[config.mk]
export PLATFORM = sky130hd
export DESIGN_NAME = iq_seq_tracker
export DESIGN_NICKNAME = d
export VERILOG_FILES = /design/src/rtl/iq_seq_pkg.sv /design/src/rtl/iq_free_counter.sv /design/src/rtl/iq_slot_pick.sv /design/src/rtl/iq_squash_select.sv /design/src/rtl/iq_release_lookup.sv /design/src/rtl/iq_seq_tracker.sv
export SDC_FILE = /design/constraint.sdc
export NUM_CORES = 1
export LEC_CHECK = 0
export BUFFER_PORTS_ARGS = -buffer_cell sky130_fd_sc_hd__buf_4
export CAP_MARGIN = 20
export CORE_UTILIZATION = 49
export CTS_CLUSTER_SIZE = 8
export DETAILED_ROUTE_END_ITERATION = 6
export GPL_ROUTABILITY_DRIVEN = 0
export GPL_TIMING_DRIVEN = 0
export PLACE_DENSITY_LB_ADDON = 0.3
export SETUP_SLACK_MARGIN = 0.15
export SLEW_MARGIN = 20
export SYNTH_ARGS = -nofsm -noshare
export SYNTH_HDL_FRONTEND = slang
export SYNTH_SLANG_ARGS = --single-unit
export TNS_END_PERCENT = 50
[constraint.sdc]
create_clock -name clk -period 32.1 [get_ports clk]
set_input_delay 0 -clock clk [delete_from_list [all_inputs] [get_ports clk]]
set_output_delay 0 -clock clk [all_outputs]
set_load 0.03 [all_outputs]
[src/rtl/iq_seq_pkg.sv]
package iq_seq_pkg;

  typedef enum logic [1:0] {
    REL_IDLE = 2'd0,
    REL_HIT  = 2'd1,
    REL_MISS = 2'd2
  } rel_res_e;

  function automatic int unsigned cnt_width(input int unsigned depth);
    return $clog2(depth + 1);
  endfunction

endpackage

[src/rtl/iq_free_counter.sv]
module iq_free_counter #(
  parameter int DEPTH = 8,
  localparam int CNT_W = iq_seq_pkg::cnt_width(DEPTH)
) (
  input  logic             clk,
  input  logic             rst_n,
  input  logic             ins_vld,
  input  logic             iss_hit,
  output logic             ins_ok,
  output logic [CNT_W-1:0] cnt_q,
  output logic             err_q
);

  logic [CNT_W-1:0] cnt_d;
  logic             err_d;
  logic             cnt_en;

  always_comb begin
    ins_ok = ins_vld && (cnt_q != '0);
    err_d  = ins_vld && (cnt_q == '0);
    cnt_en = ins_ok ^ iss_hit;
    cnt_d  = cnt_q;
    if (ins_ok && !iss_hit) begin
      cnt_d = cnt_q - CNT_W'(1);
    end else if (!ins_ok && iss_hit) begin
      cnt_d = cnt_q + CNT_W'(1);
    end
  end

  always_ff @(posedge clk or negedge rst_n) begin
    if (!rst_n) begin
      cnt_q <= CNT_W'(DEPTH);
      err_q <= 1'b0;
    end else begin
      err_q <= err_d;
      if (cnt_en) begin
        cnt_q <= cnt_d;
      end
    end
  end

endmodule

[src/rtl/iq_slot_pick.sv]
module iq_slot_pick #(
  parameter int DEPTH = 8
) (
  input  logic [DEPTH-1:0] busy_slots,
  output logic [DEPTH-1:0] pick_oh
);

  always_comb begin
    logic found;
    found   = 1'b0;
    pick_oh = '0;
    for (int i = 0; i < DEPTH; i++) begin
      if (!found && !busy_slots[i]) begin
        pick_oh[i] = 1'b1;
        found      = 1'b1;
      end
    end
  end

endmodule

[src/rtl/iq_squash_select.sv]
module iq_squash_select #(
  parameter int DEPTH = 8,
  parameter int SEQ_W = 8,
  parameter int WALK  = 2
) (
  input  logic [DEPTH-1:0]            cand,
  input  logic [DEPTH-1:0][SEQ_W-1:0] seqs,
  output logic [WALK-1:0]             lane_vld,
  output logic [WALK-1:0][DEPTH-1:0]  lane_oh,
  output logic [WALK-1:0][SEQ_W-1:0]  lane_seq
);

  // Each lane takes the youngest remaining candidate, then masks it out.
  always_comb begin
    logic [DEPTH-1:0] remain;
    logic [DEPTH-1:0] oh;
    logic [SEQ_W-1:0] best;
    logic             any;
    remain   = cand;
    lane_vld = '0;
    lane_oh  = '0;
    lane_seq = '0;
    for (int k = 0; k < WALK; k++) begin
      oh   = '0;
      best = '0;
      any  = 1'b0;
      for (int i = 0; i < DEPTH; i++) begin
        if (remain[i] && (!any || (seqs[i] > best))) begin
          oh    = '0;
          oh[i] = 1'b1;
          best  = seqs[i];
          any   = 1'b1;
        end
      end
      lane_vld[k] = any;
      lane_oh[k]  = oh;
      lane_seq[k] = best;
      remain      = remain & ~oh;
    end
  end

endmodule

[src/rtl/iq_release_lookup.sv]
module iq_release_lookup #(
  parameter int DEPTH = 8,
  parameter int SEQ_W = 8
) (
  input  logic [DEPTH-1:0]            held_open,
  input  logic [DEPTH-1:0][SEQ_W-1:0] seqs,
  input  logic                        req,
  input  logic [SEQ_W-1:0]            req_seq,
  output logic [DEPTH-1:0]            hit_oh
);

  for (genvar i = 0; i < DEPTH; i++) begin : g_cmp
    assign hit_oh[i] = req && held_open[i] && (seqs[i] == req_seq);
  end

endmodule

[src/rtl/iq_seq_tracker.sv]
module iq_seq_tracker #(
  parameter int DEPTH = 8,
  parameter int SEQ_W = 8,
  parameter int SRC_N = 2,
  parameter int WALK  = 2,
  localparam int CNT_W = iq_seq_pkg::cnt_width(DEPTH)
) (
  input  logic                    clk,
  input  logic                    rst_n,
  input  logic                    ins_vld,
  input  logic [SEQ_W-1:0]        ins_seq,
  input  logic                    ins_hold,
  input  logic [SRC_N-1:0]        ins_src_rdy,
  input  logic                    iss_vld,
  input  logic [SEQ_W-1:0]        iss_seq,
  input  logic                    sq_req,
  input  logic [SEQ_W-1:0]        sq_seq,
  input  logic                    sq_stop,
  input  logic                    rel_req,
  input  logic [SEQ_W-1:0]        rel_seq,
  output logic [CNT_W-1:0]        free_cnt,
  output logic                    full,
  output logic                    ins_err,
  output logic                    sq_busy,
  output logic [WALK-1:0]         push_vld,
  output logic [WALK*SEQ_W-1:0]   push_seq,
  output logic [WALK*SRC_N-1:0]   push_drop,
  output logic                    rel_vld,
  output logic [SEQ_W-1:0]        rel_out_seq,
  output logic                    rel_miss
);

  import iq_seq_pkg::*;

  // Entry state
  logic [DEPTH-1:0]            vld_q,  vld_d;
  logic [DEPTH-1:0][SEQ_W-1:0] seq_q,  seq_d;
  logic [DEPTH-1:0]            hold_q, hold_d;
  logic [DEPTH-1:0]            rls_q,  rls_d;
  logic [DEPTH-1:0]            sqd_q,  sqd_d;
  logic [DEPTH-1:0][SRC_N-1:0] wait_q, wait_d;
  logic                        ent_en;

  // Squash number and release result
  logic [SEQ_W-1:0] sqn_q, sqn_d;
  logic             sqn_en;
  rel_res_e         rres_q, rres_d;
  logic [SEQ_W-1:0] rseq_q, rseq_d;

  // Helpers
  logic             ins_ok;
  logic [DEPTH-1:0] alloc_oh;
  logic [DEPTH-1:0] iss_oh;
  logic             iss_hit;
  logic [DEPTH-1:0] cand;
  logic [DEPTH-1:0] walk_mask;
  logic [DEPTH-1:0] held_open;
  logic [DEPTH-1:0] rel_oh;
  logic [DEPTH-1:0] rel_eff;

  logic [WALK-1:0]            lane_vld;
  logic [WALK-1:0][DEPTH-1:0] lane_oh;
  logic [WALK-1:0][SEQ_W-1:0] lane_seq;

  // Issue match
  for (genvar i = 0; i < DEPTH; i++) begin : g_iss
    assign iss_oh[i] = iss_vld && vld_q[i] && (seq_q[i] == iss_seq);
  end
  assign iss_hit = |iss_oh;

  iq_free_counter #(.DEPTH(DEPTH)) u_cnt (
    .clk     (clk),
    .rst_n   (rst_n),
    .ins_vld (ins_vld),
    .iss_hit (iss_hit),
    .ins_ok  (ins_ok),
    .cnt_q   (free_cnt),
    .err_q   (ins_err)
  );

  iq_slot_pick #(.DEPTH(DEPTH)) u_pick (
    .busy_slots (vld_q),
    .pick_oh    (alloc_oh)
  );

  // Squash candidates: live, not yet squashed, younger than active number.
  for (genvar i = 0; i < DEPTH; i++) begin : g_cand
    assign cand[i] = (sqn_q != '0) && vld_q[i] && !sqd_q[i] && (seq_q[i] > sqn_q);
  end

  iq_squash_select #(.DEPTH(DEPTH), .SEQ_W(SEQ_W), .WALK(WALK)) u_sel (
    .cand     (cand),
    .seqs     (seq_q),
    .lane_vld (lane_vld),
    .lane_oh  (lane_oh),
    .lane_seq (lane_seq)
  );

  always_comb begin
    walk_mask = '0;
    for (int k = 0; k < WALK; k++) begin
      walk_mask = walk_mask | lane_oh[k];
    end
  end

  assign held_open = vld_q & hold_q & ~rls_q & ~sqd_q;

  iq_release_lookup #(.DEPTH(DEPTH), .SEQ_W(SEQ_W)) u_rel (
    .held_open (held_open),
    .seqs      (seq_q),
    .req       (rel_req),
    .req_seq   (rel_seq),
    .hit_oh    (rel_oh)
  );

  // A release that collides with the walk pushing the same entry loses.
  assign rel_eff = rel_oh & ~walk_mask;

  // Push lane outputs
  for (genvar k = 0; k < WALK; k++) begin : g_lane
    logic [SRC_N-1:0] drop_k;
    always_comb begin
      drop_k = '0;
      for (int i = 0; i < DEPTH; i++) begin
        if (lane_oh[k][i]) begin
          drop_k = drop_k | wait_q[i];
        end
      end
    end
    assign push_vld[k]                   = lane_vld[k];
    assign push_seq[k*SEQ_W +: SEQ_W]    = lane_seq[k];
    assign push_drop[k*SRC_N +: SRC_N]   = drop_k;
  end

  assign sq_busy     = |cand;
  assign full        = (free_cnt == '0);
  assign rel_vld     = (rres_q == REL_HIT);
  assign rel_miss    = (rres_q == REL_MISS);
  assign rel_out_seq = rseq_q;

  // Entry next state
  always_comb begin
    vld_d  = vld_q;
    seq_d  = seq_q;
    hold_d = hold_q;
    rls_d  = rls_q;
    sqd_d  = sqd_q;
    wait_d = wait_q;
    for (int i = 0; i < DEPTH; i++) begin
      if (iss_oh[i]) begin
        vld_d[i] = 1'b0;
      end
      if (walk_mask[i]) begin
        sqd_d[i]  = 1'b1;
        hold_d[i] = 1'b0;
        wait_d[i] = '0;
      end
      if (rel_eff[i]) begin
        rls_d[i] = 1'b1;
      end
      if (ins_ok && alloc_oh[i]) begin
        vld_d[i]  = 1'b1;
        seq_d[i]  = ins_seq;
        hold_d[i] = ins_hold;
        rls_d[i]  = 1'b0;
        sqd_d[i]  = 1'b0;
        wait_d[i] = ins_hold ? '0 : ~ins_src_rdy;
      end
    end
    ent_en = ins_ok || iss_hit || (|walk_mask) || (|rel_eff);
  end

  // Squash number and release result next state
  always_comb begin
    sqn_d  = sqn_q;
    sqn_en = sq_stop || sq_req;
    if (sq_stop) begin
      sqn_d = '0;
    end else if (sq_req) begin
      sqn_d = sq_seq;
    end
    rseq_d = rseq_q;
    rres_d = REL_IDLE;
    if (rel_req) begin
      rseq_d = rel_seq;
      rres_d = (|rel_eff) ? REL_HIT : REL_MISS;
    end
  end

  always_ff @(posedge clk or negedge rst_n) begin
    if (!rst_n) begin
      vld_q  <= '0;
      seq_q  <= '0;
      hold_q <= '0;
      rls_q  <= '0;
      sqd_q  <= '0;
      wait_q <= '0;
      sqn_q  <= '0;
      rres_q <= REL_IDLE;
      rseq_q <= '0;
    end else begin
      if (ent_en) begin
        vld_q  <= vld_d;
        seq_q  <= seq_d;
        hold_q <= hold_d;
        rls_q  <= rls_d;
        sqd_q  <= sqd_d;
        wait_q <= wait_d;
      end
      if (sqn_en) begin
        sqn_q <= sqn_d;
      end
      rres_q <= rres_d;
      if (rel_req) begin
        rseq_q <= rseq_d;
      end
    end
  end

endmodule

==> impl_metrics.toml, run 1 <==
[yosys]
yosysWarnings = 0
synth.avg_cell_area_sq_um = 8.979
syn_nets = 1757
synth_top_family_by_area = "compound AO/OA/AOI/OAI gates"
ys_types = 97
async_flop_share_pct = 100.0
ys.flop_type = "dfrtp_1"
syn_area_sq_um = 13770
syn_inst = 1534
ys_seq_area_share_pct = 24.54
synth-compound-area-share_pct = 20.52
synth_xor_area_share_pct = 8.140
synthAdderAreaFrac_pct = 16.50
synthSimpleGateAreaFrac_pct = 16.32
synth_mux_area_share_pct = 9.575
synth-seq-cells = 135
synth-edff-count = 0

[sta]
setup_viol = 0
maxSlewViolCount = 0
grt_setup_unrepaired = "no"
min_period_ns = 30.29
skew_ns = 0.01822
slew_headroom_pct = 26.47
setup-tns-final_ns = 0
final-hold-violation-count = 0
fmax_mhz = 33.02
fin_crit_sh_pct = 94.36
worstMarginPinSlew_ns = 1.103
hold_ws_ns = 0.03922

[global_route]
grt_overflow = 0
grt_max_degree = 100
grt_pass1_vias = 12690
grt_pass1_wl_microns = 71190
antenna_found_initial = 0
grtUsageTotal_pct = 32.54

[clock_network]
cts.sinks = 135
clk_path_buf_depth = 2
ctsHtreeMaxLevel = 4
cts-root-buf = "clkbuf_16"
clock_latency_ns = 0.43
cts_tree = "built"
cts_buffers = 17
cts.clk_slew.worst_paths_ns = 0.07

[place]
hpwl_microns = 35880
placed_area_sq_um = 14720
port_buffers = 59

[routing]
vias_per_cell = 6.488
wire_per_inst_microns = 22.75
first_pass_iters = 6
drc = 0
drtIter0Drc = 1249
num_vias = 13350
drt-total-wl_microns = 46800
postRouteAntennaNets = 0

[floorplanning]
floorplan.die_area_sq_um = 28780
rows = 61
die_y_microns = 169.7
start_util_pct = 49.71
die_x_microns = 169.7
pin_count = 81
coreArea_sq_um = 27710

[finish]
multi_input_area_sq_um = 9986
drive_gt1_share_pct = 17.27
layout_common_cells = "ha_1 (180), dfrtp_1 (132), xnor2_1 (96)"
synthToLayoutAreaGrowth_pct = 17.15
diodes = 0
nFillCells = 2403
nets = 1889
seq_area_sq_um = 3382
finalInstanceArea_sq_um = 16140
mostFrequentLayoutCell = "ha_1"

[flow_run]
drv_cap = 0

[critical_path]
max_stage_delay_ns = 0.60
crit_arrival_ns = 30.60
end_kind = "flip-flop"
crit_path_start_kind = "flip-flop"
slowest_stage = "dfrtp_1"
required_ns = 32.41
path_class = "flip-flop to flip-flop"
worstPathMaxFanout = 10

[run_status]
status = "completed"

[hold_path]
hold_class = "primary input to async pin"
state kept, by name, summed over array words and instances, names as in the netlist:
register	flops
u_cnt.cnt_q	4
hold_q	8
sqd_q	8
vld_q	8
u_cnt.err_q	1
wait_q	16
seq_q	64
rel_out_seq	8
rres_q	2
rls_q	8
sqn_q	8
cell type report:
cell class | count | area share, %
flip-flops and latches | 135 | 20.96
well taps | 378 | 2.931
repair buffers | 113 | 5.886
clock inverters | 14 | 1.310
plain buffers | 67 | 2.388
clock buffers | 18 | 2.660
inverters | 78 | 1.977
multi-input cells | 1254 | 61.89
through the flow:
stage | std cells | worst slack, ns | util [%]
2_1_floorplan | 1534 | 3.322 | -
3_3_place_gp | 1971 | -3.752 | 53.02
3_5_place_dp | 1972 | -4.287 | 53.15
4_1_cts | 2043 | 0.1703 | 57.08
5_1_grt | 2057 | 0.01853 | 58.24
6_report | 2057 | 1.811 | 58.24
layer usage:
layer	share of wire (%)	vias to the layer above	track usage (%)
li1	-	5995	-
met1	41	6478	43.35
met2	46	702	51.75
met3	8.9	168	4.664
met4	4.6	2	15.28
met5	0.096	-	1.217
worst max-delay path, delay by kind of cell, from the launching register on:
| family | cells | cell delay, ns |
|---|---|---|
| adders and majority gates | 15 | 4.26 |
| and+or+nand+nor | 34 | 4.78 |
| DFF | 1 | 0.60 |
| muxes | 5 | 1.46 |
| AOI/OAI and AO/OA | 87 | 13.92 |
| buffers and inverters | 27 | 5.03 |
cell families after synthesis:
kind of cell,Yosys count
compound gates,406
xor+xnor,128
fa+ha+maj,181
buf+inv,145
flops,135
mux,118
simple gates,421
what timing repair did:
item                                   4_1_cts  5_1_grt
pin swaps                                    5        7
setup endpoints to repair                  124      124
setup buffers                               11       13
endpoints found under the hold margin      218        0
gates cloned                                 0        1
resized for setup                           30       84
hold buffers                                28        0
cells in the mapped netlist (32+ instances only):
master    count  area share (%)
a21o_1       38             2.1
a21oi_1      84             3.1
clkbuf_1     44             1.2
dfrtp_1     134              24
ha_1        180              16
inv_1        78             2.1
mux2_2       50             4.1
mux2i_1      35             2.5
nand2_1      94             2.6
nand3_1      35             1.3
nand4_1      67             3.0
nor2_1       91             2.5
o21a_1       34             1.9
o21ai_0      88             3.2
xnor2_1      96             6.1
xor2_1       32             2.0
path summary, 6_finish.rpt:
| path | from | end | slack [ns] | cells after the start |
|---|---|---|---|---|
| min in group clk | ins_hold | hold_q[2] | 0.17 | 2 |
| setup / recovery | seq_q[2] | seq_q[6] | 1.81 | 168 |
| hold / removal | rst_n | rel_out_seq[2] | 0.04 | 2 |
| setup reg to reg | seq_q[2] | seq_q[6] | 1.81 | 168 |
| max in group asynchronous | rst_n | seq_q[7] | 31.20 | 3 |
| hold reg to reg | sqd_q[7] | sqd_q[7] | 0.50 | 1 |
Power of run 1 is not shown: default switching activity piles up to over one toggle a cycle in this logic, so the estimate is an artifact.
==> inputs of run 2 (changes only) <==
Settings changed: ABC_AREA set to 1.
==> impl_metrics.toml, run 2 <==
[run_status]
status = "complete, but fails checks"
violations = "DRC"

[sta]
fmax_mhz = 36.61
fin_crit_sh_pct = 85.08
worstMarginPinSlew_ns = 0.9918
setup-tns-final_ns = 0
min_period_ns = 27.31
maxSlewViolCount = 0
grt_setup_unrepaired = "no"
skew_ns = 0.01483
hold_ws_ns = 0.06217
final-hold-violation-count = 0
fin_ws_ns = 4.789
slew_headroom_pct = 33.27
setup_viol = 0

[yosys]
synthTopCellsByArea = "dfrtp_1 (24%), ha_1 (16%), nand2_1 (16%)"
synth-seq-cells = 135
ys_types = 56
synth.avg_cell_area_sq_um = 6.749
yosysMostFrequentCell = "nand2_1"
yosysTopAreaCell = "dfrtp_1"
synthTopCellsByCount = "nand2_1 (599), inv_1 (198), ha_1 (180), nand3_1 (177), nor2_1 (172)"
synth-edff-count = 0
ys.flop_type = "dfrtp_1"
async_flop_share_pct = 100.0
yosysWarnings = 0
syn_inst = 2111
yosysTopAreaCellShare_pct = 23.54
syn_area_sq_um = 14250
syn_nets = 2334
ys_seq_area_share_pct = 23.72

[place]
port_buffers = 58
place_ws_ns = 5.529
hpwl_microns = 40620

[critical_path]
end_kind = "flip-flop"
required_ns = 32.42
slowest_stage = "dfrtp_1"
path_class = "flip-flop to flip-flop"
max_stage_delay_ns = 0.64
crit_path_start_kind = "flip-flop"
crit_arrival_ns = 27.63
worstPathMaxFanout = 10
cpMostUsedCell = "nand2_1"

[clock_network]
cts_setup_buffers = 0
cts-root-buf = "clkbuf_16"
cts_buffers = 17
hold_buffers = 29
clk_path_buf_depth = 2
cts.clk_slew.worst_paths_ns = 0.07
clock_latency_ns = 0.45
cts.repair.resized = 0
cts_tree = "built"
ctsHtreeMaxLevel = 4
cts.sinks = 135

[finish]
nets = 2441
synthToLayoutAreaGrowth_pct = 13.15
layout_common_cells = "nand2_1 (599), inv_1 (198), ha_1 (180)"
largest_reg_flops = 64
diodes = 0
largest_registers = "seq_q: 64 flops, wait_q: 16 flops"
regMostFlops = "seq_q"
final_util_pct = 56.32
drive_gt1_share_pct = 9.278
mostFrequentLayoutCell = "nand2_1"

[floorplanning]
floorplan.die_area_sq_um = 29760
coreArea_sq_um = 28630
die_x_microns = 172.5
pin_count = 81
start_util_pct = 49.77
die_y_microns = 172.5
rows = 62

[hold_path]
hold_class = "primary input to flip-flop"

[routing]
first_pass_iters = 7
drc = 31
wire_per_inst_microns = 20.05
postRouteAntennaNets = 0
drtIter0Drc = 1830
vias_per_cell = 6.027
num_vias = 15760
drt-total-wl_microns = 52420

[global_route]
grt_max_degree = 90
grt_pass1_wl_microns = 82270
grt_overflow = 0
antenna_found_initial = 0
grt_pass1_vias = 15270
grtUsageTotal_pct = 35.53

[flow_run]
drv_cap = 0
==> run 2: final timing paths <==
kind / startpoint / end / slack (ns) / cells past startpoint
setup / recovery: sqn_q[0] / seq_q[25] / 4.79 / 158
hold / removal: rel_req / rel_out_seq[6] / 0.06 / 3
setup reg to reg: sqn_q[0] / seq_q[25] / 4.79 / 158
hold reg to reg: rel_out_seq[6] / rel_out_seq[6] / 0.47 / 2
max in group asynchronous: rst_n / u_cnt.cnt_q[3] / 31.23 / 3
min in group asynchronous: rst_n / seq_q[49] / 0.07 / 2
==> run 2: worst max-delay path: cells and delay by family, from the launching register on <==
family,cells,cell delay (ns)
adder cells (fa/ha/maj),14,4.38
flip-flops,1,0.64
AND/OR/NAND/NOR,68,8.44
AO/OA/AOI/OAI,49,7.85
buffers and inverters,27,5.71
==> run 2: layer usage <==
metal / routed length, microns / up-vias / global-route usage (%)
met5: 0 / - / 0
met4: 3375 / 0 / 22.51
met3: 5952 / 264 / 8.798
met2: 23240 / 954 / 56.64
met1: 19860 / 7229 / 42.85
li1: - / 7313 / -
==> run 2: cell families after synthesis <==
group                    Yosys count  synth area share (%)
buffers and inverters            300                 9.230
AO/OA/AOI/OAI                    329                 13.49
AND/OR/NAND/NOR                 1119                 34.72
XOR/XNOR                          47                 2.889
adder cells (fa/ha/maj)          181                 15.95
flip-flops                       135                 23.72
==> run 2: final cells by class <==
class | instances | area [sq um]
fill | 2713 | 12500
multi-input combinational | 1676 | 9553
sequential | 135 | 3379
inverter | 226 | 848.3
timing repair buffer | 88 | 760.7
tap | 384 | 480.5
buffer | 74 | 466.7
clock buffer | 21 | 460.4
clock inverter | 11 | 171.4
==> run 2: per-stage QoR <==
stage	instances	area, sq um
2_1_floorplan	2111	14250
3_3_place_gp	2553	15160
3_5_place_dp	2554	15200
4_1_cts	2615	16120
5_1_grt	2615	16120
6_report	2615	16120
Power of run 2 is left out for the same reason.
